$ cat config.mk
export PLATFORM = sky130hd
export DESIGN_NAME = phase_err_latch
export DESIGN_NICKNAME = d
export VERILOG_FILES = /design/src/rtl/ppc_pkg.sv /design/src/rtl/ppc_preset_regs.sv /design/src/rtl/ppc_counter.sv /design/src/rtl/ppc_err_latch.sv /design/src/rtl/phase_err_latch.sv
export SDC_FILE = /design/constraint.sdc
export NUM_CORES = 1
export LEC_CHECK = 0
export CAP_MARGIN = 20
export CORE_MARGIN = 4
export CORE_UTILIZATION = 63
export CTS_BUF_LIST = sky130_fd_sc_hd__clkbuf_4 sky130_fd_sc_hd__clkbuf_8
export DETAILED_ROUTE_END_ITERATION = 8
export DONT_BUFFER_PORTS = 1
export GPL_TIMING_DRIVEN = 0
export MAX_ROUTING_LAYER = met4
export PLACE_DENSITY = 0.88
export SLEW_MARGIN = 20
export SYNTH_ARGS = -nofsm -noshare
export SYNTH_HDL_FRONTEND = slang
export SYNTH_SLANG_ARGS = --single-unit
$ cat constraint.sdc
create_clock -name clk -period 2.5 [get_ports clk]
set_input_delay 0.25 -clock clk [delete_from_list [all_inputs] [get_ports clk]]
set_output_delay 0.25 -clock clk [all_outputs]
set_load 0.01 [all_outputs]
$ cat src/rtl/ppc_pkg.sv
package ppc_pkg;
  localparam int CNT_W = 20;
  localparam int LO_W  = 16;
  localparam int HI_W  = CNT_W - LO_W;
  typedef logic [CNT_W-1:0] cnt_t;
  typedef enum logic {SEL_HIGH = 1'b0, SEL_LOW = 1'b1} reg_sel_e;
endpackage

$ cat src/rtl/ppc_preset_regs.sv
module ppc_preset_regs #(
  parameter int LO_W = ppc_pkg::LO_W,
  parameter int HI_W = ppc_pkg::HI_W,
  localparam int W   = LO_W + HI_W
) (
  input  logic            clk,
  input  logic            rst_n,
  input  logic            standby,
  input  logic            wr_en,
  input  logic            wr_sel,
  input  logic            wr_word,
  input  logic [LO_W-1:0] wr_data,
  output logic [HI_W-1:0] stage_hi,
  output logic [W-1:0]    preset
);
  import ppc_pkg::*;

  logic accept;
  assign accept = wr_en && wr_word && !standby;

  always_ff @(posedge clk or negedge rst_n) begin
    if (!rst_n) begin
      stage_hi <= '0;
      preset   <= '0;
    end else if (standby) begin
      stage_hi <= '0;
      preset   <= '0;
    end else if (accept) begin
      if (wr_sel == SEL_LOW) preset   <= {stage_hi, wr_data};
      else                   stage_hi <= wr_data[HI_W-1:0];
    end
  end
endmodule

$ cat src/rtl/ppc_counter.sv
module ppc_counter #(
  parameter int W = ppc_pkg::CNT_W
) (
  input  logic         clk,
  input  logic         rst_n,
  input  logic         standby,
  input  logic         load,
  input  logic         enable,
  input  logic [W-1:0] preset,
  output logic [W-1:0] count
);
  always_ff @(posedge clk or negedge rst_n) begin
    if (!rst_n)       count <= '0;
    else if (standby) count <= '0;
    else if (load)    count <= preset;
    else if (enable)  count <= count + W'(1);
  end
endmodule

$ cat src/rtl/ppc_err_latch.sv
module ppc_err_latch #(
  parameter int W = ppc_pkg::CNT_W
) (
  input  logic         clk,
  input  logic         rst_n,
  input  logic         standby,
  input  logic         capture,
  input  logic [W-1:0] count,
  output logic [W-1:0] err,
  output logic         valid
);
  localparam logic [W-1:0] MIDPOINT = {1'b1, {(W-1){1'b0}}};

  always_ff @(posedge clk or negedge rst_n) begin
    if (!rst_n) begin
      err   <= '0;
      valid <= 1'b0;
    end else if (standby) begin
      err   <= '0;
      valid <= 1'b0;
    end else begin
      valid <= capture;
      if (capture) err <= count - MIDPOINT;
    end
  end
endmodule

$ cat src/rtl/phase_err_latch.sv
module phase_err_latch (
  input  logic        clk,
  input  logic        rst_n,
  input  logic        standby_i,
  input  logic        wr_en_i,
  input  logic        wr_addr_i,
  input  logic        wr_word_i,
  input  logic [15:0] wr_data_i,
  input  logic        cnt_en_i,
  input  logic        ref_strobe_i,
  input  logic        fb_strobe_i,
  output logic        err_valid_o,
  output logic [19:0] err_data_o
);
  import ppc_pkg::*;

  logic [HI_W-1:0] stage_q;
  cnt_t            preset_q;
  cnt_t            cnt_q;

  ppc_preset_regs #(.LO_W(LO_W), .HI_W(HI_W)) u_regs (
    .clk(clk), .rst_n(rst_n), .standby(standby_i),
    .wr_en(wr_en_i), .wr_sel(wr_addr_i), .wr_word(wr_word_i),
    .wr_data(wr_data_i), .stage_hi(stage_q), .preset(preset_q)
  );

  ppc_counter #(.W(CNT_W)) u_cnt (
    .clk(clk), .rst_n(rst_n), .standby(standby_i),
    .load(ref_strobe_i), .enable(cnt_en_i),
    .preset(preset_q), .count(cnt_q)
  );

  ppc_err_latch #(.W(CNT_W)) u_err (
    .clk(clk), .rst_n(rst_n), .standby(standby_i),
    .capture(fb_strobe_i), .count(cnt_q),
    .err(err_data_o), .valid(err_valid_o)
  );
endmodule

==> results_dict.tcl <==
set metrics [dict create \
    place_congestion 0.822 \
    final-setup-viol-count 0 \
    fin_crit_sh 0.754 \
    r2r_slack_ns 0.61 \
    tightest_slew_ns 0.520 \
    cp.required_ns 2.74 \
    nNetsFinal 353 \
    tns_ns 0 \
    worstHoldStart "wr_data_i[2]" \
    slew_viol_final 0 \
    reg2reg_to "u_cnt.count[8]" \
    max_slew_margin 0.653 \
    critPathMaxFanout 10 \
    hold_viol 0 \
    gr-total-overflow 0 \
    antenna_cells 0 \
    grt_first_pass_wirelength_mm 11.6 \
    start_util 0.653 \
    area.sequential_mm2 0.00163 \
    yosysWarnings 0 \
    r2r-start "u_cnt.count[0]" \
    synth_flop_cell "dfrtp_1" \
    pwr-share-clk 0.414 \
    postSynthAreaPerCell_um2 9.89 \
    io_pins 46 \
    dpl.cell_count 381 \
    fill_cells 363 \
    clock_skew_ns 0.00393 \
    end_kind "flop" \
    synth_edf_count 0 \
    crit_type "reg2reg" \
    portBuffers 0 \
    dr_total_vias 2384 \
    hp-class "in2reg" \
    core.rowCount 25 \
    synth_top_area_cell "dfrtp_1" \
    switching_share 0.244 \
    whs_ns 0.0271 \
    crit_slowest_cell "or3_2" \
    drc 0 \
    arrival_ns 2.13 \
    power_switching_uw 537 \
    grt.total_usage 0.256 \
    grt_pass1_vias 2450 \
    dieArea_mm2 0.00612 \
    ant_nets 0 \
    stdcell_count 399 \
    syn_area_mm2 0.00311 \
    clk_latency_ns 0.35 \
    h-tree-depth 3 \
    post-route-util 0.721 \
    cts_tree "built" \
    numCtsBuffers 9 \
    period_needed_ns 1.89 \
    synth_top_area_share 0.524 \
    p_comb_frac 0.075 \
    max_stage_delay_ns 0.53 \
    ff2ff_path_depth 4 \
    synthArstFlopShare 1.00 \
    hold_depth 2 \
    synth_area_leaders "dfrtp_1, mux2i_1, nand2_1" \
    ys_seq_area_frac 0.524 \
    cts_buffer_depth 2 \
    power.internal_mw 1.66 \
    power.share.sequential 0.511 \
    p_total_mw 2.20 \
    grt_setup_unrepaired "false" \
    core_mm2 0.00475 \
    synthTopCellsByCount "dfrtp_1, nand2_1, nor2_1" \
    ys_ff_latch 65 \
    yosysMostFrequentCell "dfrtp_1" \
    hpwlAfterDp_mm 4.80 \
    power_density_mw_per_mm2 642 \
    drtIter0Drc 155 \
    synth_cell_type_count 40 \
    syn_to_final_growth_pct 10.4 \
    multi_input_area_mm2 0.00133 \
    wl_per_cell_um 17.3 \
    ir_drop_uv 463 \
    cts_resized 0 \
    drv_cap 0 \
    status "completed" \
    die_h_um 78.2 \
    ctsHoldBuffers 2 \
    leakage_nw 1.52 \
    synth_cells 314 \
    first_pass_iters 7 \
    numClockSinks 65 \
    fp.dieW_um 78.2 \
    fmax_mhz 530 \
    routed_wl_mm 6.88 \
    cp_cell_sequence "ha_1, nand4_2, or3_2, a311oi_1" \
    grt_start_max_net_pins 66 \
    syn-num-nets 340 \
    holdPathEnd "u_regs.preset[2]" \
    drive_above_1_share 0.105 \
    post_cts_buffers 0 \
    cp-start-kind "flop" \
    viasPerCell 5.97 \
    clk_pin_slew_ns 0.07 \
    ctsRootBufferMaster "clkbuf_8" \
    antenna_found_initial 0 \
]
power by group through the flow:
stage,combinational (mW),sequential (mW),clock (mW)
5_1_grt,0.186,1.13,0.978
3_3_place_gp,0.133,1.14,0
4_1_cts,0.168,1.12,0.923
3_5_place_dp,0.139,1.14,0
6_report,0.166,1.12,0.911
2_1_floorplan,0.112,1.13,0
how the worst max path moves through the flow:
stage,cells past startpoint,startpoint,end,slack [ns]
6_report,4,u_cnt.count[0],u_cnt.count[8],0.61
5_1_grt,4,u_cnt.count[1],u_cnt.count[8],0.43
4_1_cts,4,u_cnt.count[0],u_cnt.count[8],0.61
3_5_place_dp,4,u_cnt.count[0],u_cnt.count[8],0.63
3_3_place_gp,4,u_cnt.count[0],u_cnt.count[18],0.71
2_1_floorplan,4,u_cnt.count[0],u_cnt.count[18],0.86
layout by cell type, fill, tap and decap left out, types with 3 or more instances in the layout:
cell type,instances
dfrtp_1,65
nand2_1,53
nor2_1,38
a21oi_1,27
mux2i_1,26
clkbuf_1,14
clkbuf_8,11
xnor2_1,10
nand3_1,8
nor3_1,8
inv_1,6
a211oi_1,6
nand4_1,5
clkbuf_2,4
nor4_1,4
o21ai_0,4
nor2b_1,3
buf_6,3
a311oi_1,3
clkbuf_4,3
worst max-delay path, delay by kind of cell (launching register included):
kind / cells / cell delay (ns)
and+or+nand+nor: 2 / 0.81
DFF: 1 / 0.46
AOI/OAI and AO/OA: 1 / 0.29
adders and majority gates: 1 / 0.22
kinds of logic (layout without fill, tap and decap cells):
logic type	after synthesis	after routing	synth area share
buf+inv	30	48	0.0492
flops	65	65	0.524
simple gates	134	134	0.214
fa+ha+maj	1	1	0.00403
mux	26	26	0.0838
compound gates	47	47	0.0943
xor+xnor	11	11	0.0310
through the flow:
| stage | area [µm²] | setup WS (ns) |
|---|---|---|
| 3_3_place_gp | 3190 | 0.707 |
| 2_1_floorplan | 3110 | 0.861 |
| 3_5_place_dp | 3190 | 0.632 |
| 5_1_grt | 3430 | 0.430 |
| 6_report | 3430 | 0.614 |
| 4_1_cts | 3430 | 0.614 |
sequential cells by signal, summed over array words and instances (netlist names):
signal / cells
u_cnt.count: 20
u_regs.stage_hi: 4
u_regs.preset: 20
u_err.err: 20
u_err.valid: 1
routing by layer:
metal	global-route usage	part of all wire
met1	0.317	0.41
met4	0.124	0.039
met2	0.385	0.48
met3	0.0768	0.074
met5	-	0
layout make-up:
cell class / count / area share
well taps: 67 / 0.0245
inverters: 6 / 0.00657
multi-input cells: 219 / 0.387
clock buffers: 13 / 0.0467
clock inverters: 3 / 0.0117
plain buffers: 24 / 0.0380
flip-flops and latches: 65 / 0.475
repair buffers: 2 / 0.0110
Power figures use the tool's default switching activity.
